## src/rtl/bperm_pkg.sv

```systemverilog
package bperm_pkg;
  localparam int unsigned LANES  = 4;
  localparam int unsigned BYTE_W = 8;
  localparam int unsigned IDX_W  = 3;
  localparam int unsigned NIB_W  = IDX_W + 1;
  localparam int unsigned WORD_W = LANES * BYTE_W;
  localparam int unsigned POOL_W = 2 * WORD_W;
  localparam int unsigned SEL_W  = LANES * NIB_W;

  typedef enum logic [2:0] {
    MODE_GENERIC = 3'd0,
    MODE_FWD     = 3'd1,
    MODE_BWD     = 3'd2,
    MODE_REP8    = 3'd3,
    MODE_CLAMP_L = 3'd4,
    MODE_CLAMP_R = 3'd5,
    MODE_REP16   = 3'd6,
    MODE_ALT_GEN = 3'd7
  } perm_mode_e;

  typedef struct packed {
    logic             fill;
    logic [IDX_W-1:0] idx;
  } lane_sel_t;
endpackage

```

## src/rtl/bperm_sel_expand.sv

```systemverilog
module bperm_sel_expand
  import bperm_pkg::*;
(
  input  perm_mode_e                 mode,
  input  logic [SEL_W-1:0]           sel,
  output lane_sel_t [LANES-1:0]      lanes
);
  logic [IDX_W-1:0] v;

  always_comb begin
    v = {1'b0, sel[1:0]};
    for (int k = 0; k < LANES; k++) begin
      lanes[k] = lane_sel_t'(sel[k*NIB_W +: NIB_W]);
    end
    case (mode)
      MODE_FWD: begin
        for (int k = 0; k < LANES; k++) lanes[k] = '{fill: 1'b0, idx: v + IDX_W'(k)};
      end
      MODE_BWD: begin
        for (int k = 0; k < LANES; k++) lanes[k] = '{fill: 1'b0, idx: v - IDX_W'(k)};
      end
      MODE_REP8: begin
        for (int k = 0; k < LANES; k++) lanes[k] = '{fill: 1'b0, idx: v};
      end
      MODE_CLAMP_L: begin
        lanes[0] = '{fill: 1'b0, idx: v};
        lanes[1] = '{fill: 1'b0, idx: (v < 3'd1) ? 3'd1 : v};
        lanes[2] = '{fill: 1'b0, idx: (v < 3'd2) ? 3'd2 : v};
        lanes[3] = '{fill: 1'b0, idx: 3'd3};
      end
      MODE_CLAMP_R: begin
        lanes[0] = '{fill: 1'b0, idx: 3'd0};
        lanes[1] = '{fill: 1'b0, idx: (v > 3'd1) ? 3'd1 : v};
        lanes[2] = '{fill: 1'b0, idx: (v > 3'd2) ? 3'd2 : v};
        lanes[3] = '{fill: 1'b0, idx: v};
      end
      MODE_REP16: begin
        for (int k = 0; k < LANES; k++) lanes[k] = '{fill: 1'b0, idx: {1'b0, sel[0], 1'(k)}};
      end
      default: ;
    endcase
  end
endmodule

```

## src/rtl/bperm_lane_pick.sv

```systemverilog
module bperm_lane_pick
  import bperm_pkg::*;
(
  input  logic [POOL_W-1:0] pool,
  input  lane_sel_t         ctl,
  output logic [BYTE_W-1:0] lane_out
);
  logic [BYTE_W-1:0] picked;

  always_comb begin
    picked   = pool[ctl.idx*BYTE_W +: BYTE_W];
    lane_out = ctl.fill ? {BYTE_W{picked[BYTE_W-1]}} : picked;
  end
endmodule

```

## src/rtl/bperm_out_stage.sv

```systemverilog
module bperm_out_stage #(
  parameter int unsigned W = 32
) (
  input  logic         clk,
  input  logic         rst,
  input  logic         up_valid,
  output logic         up_ready,
  input  logic [W-1:0] up_data,
  output logic         dn_valid,
  input  logic         dn_ready,
  output logic [W-1:0] dn_data
);
  logic         vld_q;
  logic [W-1:0] data_q;

  assign up_ready = !vld_q || dn_ready;

  always_ff @(posedge clk) begin
    if (rst) vld_q <= 1'b0;
    else if (up_ready) vld_q <= up_valid;
  end

  always_ff @(posedge clk) begin
    if (up_valid && up_ready) data_q <= up_data;
  end

  assign dn_valid = vld_q;
  assign dn_data  = data_q;
endmodule

```

## src/rtl/byte_permute_unit.sv

```systemverilog
module byte_permute_unit
  import bperm_pkg::*;
(
  input  logic              clk,
  input  logic              rst,
  input  logic              in_valid,
  output logic              in_ready,
  input  logic [WORD_W-1:0] in_a,
  input  logic [WORD_W-1:0] in_b,
  input  logic [WORD_W-1:0] in_sel,
  input  logic [2:0]        in_mode,
  output logic              out_valid,
  input  logic              out_ready,
  output logic [WORD_W-1:0] out_data
);
  lane_sel_t [LANES-1:0] lane_ctl;
  logic [POOL_W-1:0]     pool;
  logic [WORD_W-1:0]     result;
  logic                  unused_sel_hi;

  assign pool          = {in_b, in_a};
  assign unused_sel_hi = ^in_sel[WORD_W-1:SEL_W];

  bperm_sel_expand u_expand (
    .mode  (perm_mode_e'(in_mode)),
    .sel   (in_sel[SEL_W-1:0]),
    .lanes (lane_ctl)
  );

  for (genvar g = 0; g < LANES; g++) begin : g_lane
    bperm_lane_pick u_pick (
      .pool     (pool),
      .ctl      (lane_ctl[g]),
      .lane_out (result[g*BYTE_W +: BYTE_W])
    );
  end

  bperm_out_stage #(.W(WORD_W)) u_stage (
    .clk      (clk),
    .rst      (rst),
    .up_valid (in_valid),
    .up_ready (in_ready),
    .up_data  (result),
    .dn_valid (out_valid),
    .dn_ready (out_ready),
    .dn_data  (out_data)
  );
endmodule

```

## config.mk

```make
export PLATFORM = sky130hd
export DESIGN_NAME = byte_permute_unit
export DESIGN_NICKNAME = d
export VERILOG_FILES = /design/src/rtl/bperm_pkg.sv /design/src/rtl/bperm_sel_expand.sv /design/src/rtl/bperm_lane_pick.sv /design/src/rtl/bperm_out_stage.sv /design/src/rtl/byte_permute_unit.sv
export SDC_FILE = /design/constraint.sdc
export NUM_CORES = 1
export LEC_CHECK = 0
export ABC_AREA = 1
export BUFFER_PORTS_ARGS = -buffer_cell sky130_fd_sc_hd__buf_2
export CAP_MARGIN = 25
export CORE_ASPECT_RATIO = 1.75
export CORE_MARGIN = 2
export CORE_UTILIZATION = 30
export CTS_BUF_LIST = sky130_fd_sc_hd__clkbuf_2 sky130_fd_sc_hd__clkbuf_4 sky130_fd_sc_hd__clkbuf_8
export DETAILED_ROUTE_END_ITERATION = 10
export PLACE_DENSITY = 0.53
export SLEW_MARGIN = 30
export SYNTH_ARGS = -nofsm -noshare
export SYNTH_HDL_FRONTEND = slang
export SYNTH_SLANG_ARGS = --single-unit
```

## constraint.sdc

```tcl
create_clock -name clk -period 4.55 [get_ports clk]
set_clock_uncertainty 0.15 [all_clocks]
set_input_delay 0.6825 -clock clk [delete_from_list [all_inputs] [get_ports clk]]
set_output_delay 0.6825 -clock clk [all_outputs]
set_load 0.01 [all_outputs]
```

=== Word level (Yosys, flattened, before mapping) ===
Cells that the tools add are included.

* Output and inout bits: 34
* Logic and storage cells: 34
* Bits of input ports: 103
* Bits in registers: 33

* Add/subtract/negate cells: 6
* Muxes and demuxes: 9
* Order comparisons: 4
* Reductions and logical operators: 3
* Shift operators: 4
* Equality and inequality tests: 6

{| class="wikitable"
|+ Operators with widths
! kind !! number
|-
| 64-bit by 7-bit variable part select with 8-bit output || 4
|-
| 16-bit case mux with 6 select lines || 1
|-
| 7-bit two-way mux || 4
|-
| 3-bit == test (second input constant) || 3
|-
| 2-bit two-way mux || 4
|-
| 2-bit by 2-bit adder with 3-bit output (second input constant) || 2
|-
| 3-bit by 2-bit == test with 1-bit output (second input constant) || 2
|-
| 2-bit by 2-bit subtractor with 3-bit output (second input constant) || 2
|-
| 2-bit by 1-bit adder with 3-bit output (second input constant) || 1
|-
| 3-bit by 1-bit == test with 1-bit output (second input constant) || 1
|-
| 2-bit by 1-bit subtractor with 3-bit output (second input constant) || 1
|-
| 2-bit by 1-bit greater-than comparator with 1-bit output (second input constant) || 1
|-
| 2-bit greater-than comparator (second input constant) || 1
|-
| 2-bit by 1-bit < comparator with 1-bit output (second input constant) || 1
|-
| 2-bit < comparator (second input constant) || 1
|-
| 1-bit logical AND || 1
|-
| 1-bit logical NOT || 1
|-
| 1-bit logical OR || 1
|}

=== Longest topological paths before layout ===
Gate-level depths: netlist of the first run.

* Word-level depth: 5
* Depth in mapped cells: 14
* Depth with buffers taken out: 14

=== Cells and area by module ===
Synthesis of the first run repeated with hierarchy kept, for this count alone.

* Cell total of the unflattened synthesis: 938
* Area total of the unflattened synthesis: 5082.4 µm²

{| class="wikitable"
|+ Modules (own cells, without submodules)
! module !! cells an instance !! seq. area each (µm²) !! area an instance (µm²) !! instances
|-
| bperm_lane_pick || 199 || 0.0 || 873.3 || 4
|-
| bperm_out_stage || 38 || 980.9 || 1008.5 || 1
|-
| bperm_sel_expand || 104 || 0.0 || 580.6 || 1
|}

=== Least setup slack after synthesis of the first run ===
Ideal clock, no wire load.

* Kind: input -> register
* Start: input port in_valid
* End: register u_stage.data_q[0], in the netlist u_stage.dn_data[0] (enable)
* Cell stages on the path: 2
* Required time: 3.968 ns
* Library setup time: 0.432 ns
* Setup slack: 1.665 ns
* Data arrival time: 2.303 ns
* Path through: inv_1 a21oi_1

* Word-level cells in the longest chain between the ends: 1

{| class="wikitable"
|+ Ends and longest elaborated chain
! item !! line !! text
|-
| start: declaration || byte_permute_unit.sv:6 || <nowiki>input logic in_valid,</nowiki>
|-
| 1-bit logical AND || bperm_out_stage.sv:24 || <nowiki>if (up_valid && up_ready) data_q <= up_data;</nowiki>
|-
| end signal: assignment || bperm_out_stage.sv:24 ||
|-
| end: declaration || bperm_out_stage.sv:14 || <nowiki>logic [W-1:0] data_q;</nowiki>
|}

No other way between the ends.
A chain may end at the register's enable or synchronous reset.

=== Worst setup path in the final report of the first run ===
* Start: input port in_mode[1]
* End: register u_stage.data_q[25], in the netlist u_stage.dn_data[25] (data pin)

* Word-level cells in the longest chain between the ends: 4

{| class="wikitable"
|+ Ends and longest elaborated chain
! item !! line !! text
|-
| start: declaration || byte_permute_unit.sv:11 || <nowiki>input logic [2:0] in_mode,</nowiki>
|-
| 3-bit == test (tied with other cells) || bperm_sel_expand.sv:15 || <nowiki>case (mode)</nowiki>
|-
| 16-bit case mux with 6 select lines (*) || bperm_sel_expand.sv:15 ||
|-
| 64-bit by 7-bit variable part select with 8-bit output (*) || bperm_lane_pick.sv:11 || <nowiki>picked = pool[ctl.idx*BYTE_W +: BYTE_W];</nowiki>
|-
| named net g_lane[3].u_pick.lane_out[7] || bperm_lane_pick.sv:6 || <nowiki>output logic [BYTE_W-1:0] lane_out</nowiki>
|-
| 7-bit two-way mux (*) || bperm_lane_pick.sv:12 || <nowiki>lane_out = ctl.fill ? {BYTE_W{picked[BYTE_W-1]}} : picked;</nowiki>
|-
| named net g_lane[3].u_pick.lane_out[1] || bperm_lane_pick.sv:6 ||
|}

Mark *: on every way through the listed nets, which the timed path passes. The rest lies on a longest branch.

==> results of run 1 <==
## report_power, final
| group | internal [mW] | switching, mW | total (mW) |
|---|---|---|---|
| clock network | 0.135 | 0.112 | 0.248 |
| logic | 0.238 | 0.483 | 0.720 |
| registers | 0.393 | 0.0101 | 0.403 |
| total | 0.766 | 0.605 | 1.37 |
## routing by layer
layer | vias to the layer above | wire length [um] | GRT usage, %
li1 | 2720 | - | -
met1 | 2543 | 6960 | 26.8
met2 | 309 | 9580 | 41.0
met3 | 70 | 1340 | 2.77
met4 | 2 | 1530 | 16.9
met5 | - | 16 | 0
## stage by stage
step | cell area (um2) | power [mW] | cells | hold slack [ps] | utilization (%)
finish | 5280 | 1.37 | 1030 | 392 | 35.9
floorplan | 4460 | 0.892 | 752 | 427 | -
global placement | 5150 | 1.12 | 1019 | 377 | 35.0
CTS | 5270 | 1.37 | 1028 | 393 | 35.9
detailed placement | 5170 | 1.12 | 1020 | 414 | 35.2
global route | 5280 | 1.46 | 1030 | 393 | 35.9
## path summary, 6_finish.rpt
check | from | endpoint | slack, ps | cells after the start
min reg2reg | u_stage.dn_valid | u_stage.dn_valid | 410 | 2
max | in_mode[1] | u_stage.dn_data[25] | 1480 | 15
min | rst | u_stage.dn_valid | 390 | 2
max reg2reg | u_stage.dn_valid | u_stage.dn_data[22] | 2980 | 2
## critical path, stage by stage
cell and delay [ps]:
sky130_fd_sc_hd__buf_2 140, sky130_fd_sc_hd__inv_2 100, sky130_fd_sc_hd__nor2_1 100, sky130_fd_sc_hd__nand2_1 110, sky130_fd_sc_hd__fa_1 370, sky130_fd_sc_hd__inv_1 60, sky130_fd_sc_hd__ha_1 210, sky130_fd_sc_hd__nor2_1 110
sky130_fd_sc_hd__o21ai_1 80, sky130_fd_sc_hd__o21ai_2 230, sky130_fd_sc_hd__inv_1 310, sky130_fd_sc_hd__nand3_1 180, sky130_fd_sc_hd__nand2_2 100, sky130_fd_sc_hd__nand2_4 110, sky130_fd_sc_hd__nand2_1 80
## registers in the layout, summed over array words and instances (netlist names)
name              flops
u_stage.dn_data      32
u_stage.dn_valid      1
## layout make-up
type / instances / area [um2] / area share, %
Timing Repair Buffer: 134 / 723 / 13.7
Antenna cell: 1 / 2.50 / 0.0474
Sequential cell: 33 / 981 / 18.6
Clock buffer: 8 / 97.6 / 1.85
Tap cell: 183 / 229 / 4.34
Inverter: 88 / 330 / 6.26
Multi-Input combinational cell: 583 / 2920 / 55.2
## cells in the mapped netlist (5+ instances only)
| master | n |
|---|---|
| sky130_fd_sc_hd__buf_1 | 6 |
| sky130_fd_sc_hd__nand3_1 | 266 |
| sky130_fd_sc_hd__ha_1 | 6 |
| sky130_fd_sc_hd__clkbuf_1 | 12 |
| sky130_fd_sc_hd__nand2_2 | 11 |
| sky130_fd_sc_hd__nand2_1 | 200 |
| sky130_fd_sc_hd__nor2_1 | 12 |
| sky130_fd_sc_hd__a21oi_1 | 5 |
| sky130_fd_sc_hd__o21ai_0 | 22 |
| sky130_fd_sc_hd__inv_1 | 79 |
| sky130_fd_sc_hd__buf_2 | 22 |
| sky130_fd_sc_hd__edfxtp_1 | 32 |
| sky130_fd_sc_hd__o211ai_1 | 30 |
| sky130_fd_sc_hd__inv_2 | 9 |
## logic make-up (layout without fill, tap and decap cells)
| kind of cell | count (synthesis) | after routing | synth area share [%] |
|---|---|---|---|
| other cells | 0 | 1 | 0 |
| buf+inv | 136 | 230 | 13.1 |
| simple gates | 510 | 510 | 53.1 |
| flops | 33 | 33 | 22.0 |
| compound gates | 66 | 66 | 9.71 |
| fa+ha+maj | 7 | 7 | 2.13 |
==> out/metrics.sh, run 1 <==
OUTCOME='finished clean'
WORSTHOLDPATHTYPE='primary input to register'
CLOCK-ROOT-BUFFER='sky130_fd_sc_hd__clkbuf_8'
CTS.SINK_COUNT=33
PIN_COUNT=137
CTS_MADE_BUFFERS=5
INSERTION_DELAY_PS=290
GLOBALPLACE.CONGESTION=0.939
DIE_HEIGHT_UM=165
CRIT_PATH_MAX_FANOUT=10
FP.DIEAREA_UM2=15900
YS_DOMINANT_REG_CELL='sky130_fd_sc_hd__edfxtp_1'
DRCVIOLATIONCOUNT=0
GRTUSAGETOTAL_PCT=23.9
POST-SYNTH-TOP-AREA-CELL='sky130_fd_sc_hd__nand3_1'
LAYOUT.CELLS.MOST_COMMON='sky130_fd_sc_hd__nand3_1'
MAPPED_NETS=862
TIGHTESTPINTRANSITION_PS=918
FINAL_NET_COUNT=955
DRT-PASS1-ITER-COUNT=5
POST_SYNTH_MAIN_AREA_CONTRIBUTORS='sky130_fd_sc_hd__nand3_1 30%, sky130_fd_sc_hd__edfxtp_1 22%, sky130_fd_sc_hd__nand2_1 17%'
FP.DIEW_UM=96.2
YOSYS.AREA.TOP_TYPE_SHARE_PCT=29.8
GRT_ANTENNA_BEFORE_REPAIR=2
CTS_POST_SETUP_BUFFERS_INSERTED=0
PORT-BUFFER-COUNT=120
PATH_CLASS='primary input to register'
DRV_SLEW=0
LAYOUT_SETUP_WS_PS=1480
WIRE_PER_INST_UM=18.8
WIRELENGTH_UM=19400
CP.REQUIRED_PS=4450
FILLER_CELL_COUNT=1705
LEAK_PWR_nW=2.76
FIRST_PASS_GRT_WIRE_LENGTH_UM=28300
SYN_AREA_UM2=4460
SYNTHESIS.YOSYS.WARNINGS=0
CTSLONGESTPATHBUFFERS=2
FLOORPLAN.CORE_AREA_UM2=14700
HPWLAFTERDP_UM=14700
SYN-MEAN-INSTANCE-AREA_UM2=5.93
YS_SEQ_ELEMENTS=33
CLOCK_SLEW_SEEN_BY_THE_REGISTERS_OF_THE_WORST_SETUP_AND_HOLD_PATHS_PS=70
DRT-INITIAL-DRC-COUNT=581
POWER_PER_CELL_AREA_nW_PER_UM2=260
SYNTH-EDFF-COUNT=32
SETUP_VIOL_COUNT_FINAL=0
SYNTHCELLS=752
POST-PLACE-WS_PS=1140
CTS.HTREE.LEVELS=2
GRT_PASS1_VIAS=5278
WORSTSETUPSTARTPOINTTYPE='primary input'
TIMING.CRITICAL_PATH.ARRIVAL_PS=2970
FINAL.MIN_CLOCK_PERIOD_PS=3070
SLEW_HEADROOM_PCT=38.6
ROWS=59
FINALHOLDVIOLATIONS=0
LAYOUT_AREA_OVERHEAD_PCT=18.3
VDD.IR_DROP.WORST_mV=0.101
FINAL_LAYOUT_SIZE_SUFFIX_GT1_SHARE_PCT=21.4
DRV_CAP=0
YS_SEQ_AREA_SHARE_PCT=22.0
NUMBER_OF_BUFFERS_INSERTED_FOR_HOLD_REPAIR_AFTER_CLOCK_TREE_SYNTHESIS=0
CTS_TREE='yes'
SYNTH-ASYNC-RESET-RATIO_PCT=0
SETUP-TNS-FINAL_PS=0
VIAS=5644
LAYOUT_WORST_PATH_CYCLE_SHARE_PCT=67.5
RSZ0062_AT_GRT='false'
CTSRESIZECOUNT=0
DETAIL_ROUTE.VIAS_PER_CELL=5.48
DRTANTENNAVIOLNETS=0
START_UTIL_PCT=30.4
COMMONEST_NON_FILL_NON_TAP_CELLS_IN_THE_LAYOUT='266 x sky130_fd_sc_hd__nand3_1, 200 x sky130_fd_sc_hd__nand2_1, 121 x sky130_fd_sc_hd__buf_2'
NUMBER_OF_DISTINCT_STANDARD_CELLS_REFERENCED_BY_THE_SYNTHESIZED_NETLIST=31
GRT_REMAINING_OVERFLOW=0
HIGHEST_ATTAINABLE_CLOCK_FREQUENCY_GHz=0.325
WORSTSETUPENDPOINTTYPE='register'
PIN_COUNT_OF_THE_BIGGEST_NET_ENTERING_GLOBAL_ROUTING=43
No activity file was read; power rests on OpenSTA's default activity.
==> inputs of run 2 (changes only) <==
--- a/config.mk
+++ b/config.mk
@@ -13,7 +13,7 @@
 export CORE_UTILIZATION = 30
 export CTS_BUF_LIST = sky130_fd_sc_hd__clkbuf_2 sky130_fd_sc_hd__clkbuf_4 sky130_fd_sc_hd__clkbuf_8
 export DETAILED_ROUTE_END_ITERATION = 10
-export PLACE_DENSITY = 0.53
+export PLACE_DENSITY = 0.55
 export SLEW_MARGIN = 30
 export SYNTH_ARGS = -nofsm -noshare
 export SYNTH_HDL_FRONTEND = slang
==> constraint.sdc (replaced) <==
create_clock -name clk -period 2.55 [get_ports clk]
set_clock_uncertainty 0.15 [all_clocks]
set_input_delay 0.3825 -clock clk [delete_from_list [all_inputs] [get_ports clk]]
set_output_delay 0.3825 -clock clk [all_outputs]
set_load 0.01 [all_outputs]
==> run 2 against run 1 <==
Against the previous run: clock power increased by 74%; clock-buffer cell count unchanged; via count increased by 1.2%; routed wire length decreased by 1.5%; design area increased by 6.1%; global-route usage increased by 0.14 points; critical path depth decreased by 5; worst hold slack got worse by 320 ps; combinational power increased by 92%; register-to-register slack got worse by 1800 ps; critical path type unchanged; largest cell class unchanged; highest routed layer unchanged.
==> out/metrics.sh, run 2 (same netlist as run 1, synthesis figures left out) <==
FILLER_CELL_COUNT=1648
CTS.SINK_COUNT=33
WORSTSETUPENDPOINTTYPE='register'
PATH_CLASS='primary input to register'
WIRELENGTH_UM=19100
PIN_COUNT_OF_THE_BIGGEST_NET_ENTERING_GLOBAL_ROUTING=33
CRIT_BUF_INV=3
LAYOUT.CELLS.MOST_COMMON='sky130_fd_sc_hd__nand3_1'
POST-PLACE-WS_PS=-21.3
GRT_PASS1_VIAS=5504
BIGGEST_CELL_DELAY_ALONG_THE_CRITICAL_PATH_PS=520
COMMONEST_NON_FILL_NON_TAP_CELLS_IN_THE_LAYOUT='266 x sky130_fd_sc_hd__nand3_1, 200 x sky130_fd_sc_hd__nand2_1, 120 x sky130_fd_sc_hd__buf_2'
DIE_HEIGHT_UM=165
CLOCK-ROOT-BUFFER='sky130_fd_sc_hd__clkbuf_8'
GLOBALPLACE.CONGESTION=0.951
MIN_DELAY_WORST_ENDPOINT='u_stage.dn_valid'
SETUP-TNS-FINAL_PS=0
HPWLAFTERDP_UM=15500
BEGINNING_OF_THE_WORST_HOLD_PATH='rst'
SETUP_VIOL_COUNT_FINAL=0
WORSTSETUPSTARTPOINTTYPE='primary input'
INSERTION_DELAY_PS=300
CTS_MADE_BUFFERS=5
R2R-START='u_stage.dn_valid'
CRIT_PATH_CELL_TRACE='buf_2 -> buf_4 -> nor2_1 -> buf_4 -> o21ai_4 -> o21ai_0 -> o211ai_1 -> nand2_1 -> nand2_2 -> nand2_1'
FINAL.MIN_CLOCK_PERIOD_PS=2240
WORSTHOLDPATHTYPE='primary input to register'
CTS.HTREE.LEVELS=2
DRV_SLEW=0
GRTUSAGETOTAL_PCT=24.1
CRIT_PATH_MAX_FANOUT=22
LAYOUT_AREA_OVERHEAD_PCT=25.6
DETAIL_ROUTE.VIAS_PER_CELL=5.38
DRT-PASS1-ITER-COUNT=6
CTS_POST_SETUP_BUFFERS_INSERTED=0
SETUP.REG_TO_REG.WORST_SLACK_PS=1150
R2R_CELLS=2
SLEW_HEADROOM_PCT=58.2
CP.REQUIRED_PS=2450
OUTCOME='finished clean'
PIN_COUNT=137
FIRST_PASS_GRT_WIRE_LENGTH_UM=28500
WIRE_PER_INST_UM=18.0
LARGEST_REG_FLOPS=32
LAYOUT_WORST_PATH_CYCLE_SHARE_PCT=87.9
VDD.IR_DROP.WORST_mV=0.172
SEQ_AREA_UM2=981
FINAL_NET_COUNT=988
GRT_REMAINING_OVERFLOW=0
CTSLONGESTPATHBUFFERS=2
POWER_PER_CELL_AREA_nW_PER_UM2=453
GRT_ANTENNA_BEFORE_REPAIR=1
ROWS=59
CTSRESIZECOUNT=0
DRV_CAP=0
TIMING.CRITICAL_PATH.ARRIVAL_PS=2140
RSZ0062_AT_GRT='false'
MIN_DELAY_PATH_DEPTH=2
NUMBER_OF_BUFFERS_INSERTED_FOR_HOLD_REPAIR_AFTER_CLOCK_TREE_SYNTHESIS=0
DRTANTENNAVIOLNETS=0
ANTENNA-DIODE-COUNT=0
R2R_PATH_END='u_stage.dn_data[30]'
DRCVIOLATIONCOUNT=0
CTS_TREE='yes'
HIGHEST_ATTAINABLE_CLOCK_FREQUENCY_GHz=0.446
FP.DIEW_UM=96.2
LAYOUT_SETUP_WS_PS=309
FINAL_LAYOUT_SIZE_SUFFIX_GT1_SHARE_PCT=24.3
CRITPATHTOPFAMILY='compound AO/OA/AOI/OAI gates'
START_UTIL_PCT=30.4
PORT-BUFFER-COUNT=120
LEAK_PWR_nW=2.94
FIN_UTIL_PCT=38.1
FLOORPLAN.CORE_AREA_UM2=14700
VIAS=5712
CLOCK_SLEW_SEEN_BY_THE_REGISTERS_OF_THE_WORST_SETUP_AND_HOLD_PATHS_PS=70
DRT-INITIAL-DRC-COUNT=533
FP.DIEAREA_UM2=15900
MULTIINPUTGATEAREA_UM2=2920
FINALHOLDVIOLATIONS=0
TIGHTESTPINTRANSITION_PS=625
CP_SLOWEST_CELL='sky130_fd_sc_hd__o21ai_4'
run 2: worst register-to-register path, delay by kind of cell, from the launching register on:
kind / cells / cell delay (ps)
AO/OA/AOI/OAI: 1 / 150
buffers and inverters: 1 / 400
flip-flops: 1 / 350
run 2: how the worst max path moves through the flow:
stage | to | slack (ps) | depth (start not counted) | from
after detailed placement | u_stage.dn_data[24] | -20 | 14 | in_mode[1]
after floorplan | u_stage.dn_data[24] | 50 | 14 | in_mode[0]
final | u_stage.dn_data[0] | 310 | 10 | in_mode[1]
after CTS | u_stage.dn_data[24] | 290 | 14 | in_mode[1]
after global routing | u_stage.dn_data[16] | 130 | 13 | in_mode[2]
after global placement | u_stage.dn_data[26] | 10 | 14 | in_mode[1]
run 2: report_power, final:
| part | total (mW) | switching [mW] | internal (mW) |
|---|---|---|---|
| clock network | 0.432 | 0.206 | 0.226 |
| logic | 1.38 | 0.866 | 0.517 |
| registers | 0.720 | 0.0187 | 0.701 |
| total | 2.54 | 1.09 | 1.44 |
run 2: stage by stage:
stage                     hold slack, ps  cells  cell area (um2)  power [mW]
after floorplan                      302    752             4460        1.59
after global placement               367   1054             5510        2.10
after detailed placement             382   1054             5510        2.11
after CTS                           79.2   1062             5600        2.54
after global routing                88.3   1062             5600        2.70
final                               76.8   1062             5600        2.54
run 2: cell type report:
type | count | area share [%]
Timing Repair Buffer | 167 | 18.8
Multi-Input combinational cell | 583 | 52.1
Tap cell | 183 | 4.09
Clock buffer | 8 | 1.63
Inverter | 88 | 5.90
Sequential cell | 33 | 17.5
run 2: routing by layer:
| layer | vias up | global-route usage, % | wire [um] |
|---|---|---|---|
| li1 | 2787 | - | - |
| met5 | - | 0 | 11 |
| met3 | 69 | 2.72 | 1110 |
| met4 | 2 | 15.6 | 1280 |
| met2 | 245 | 43.6 | 9940 |
| met1 | 2609 | 25.5 | 6780 |
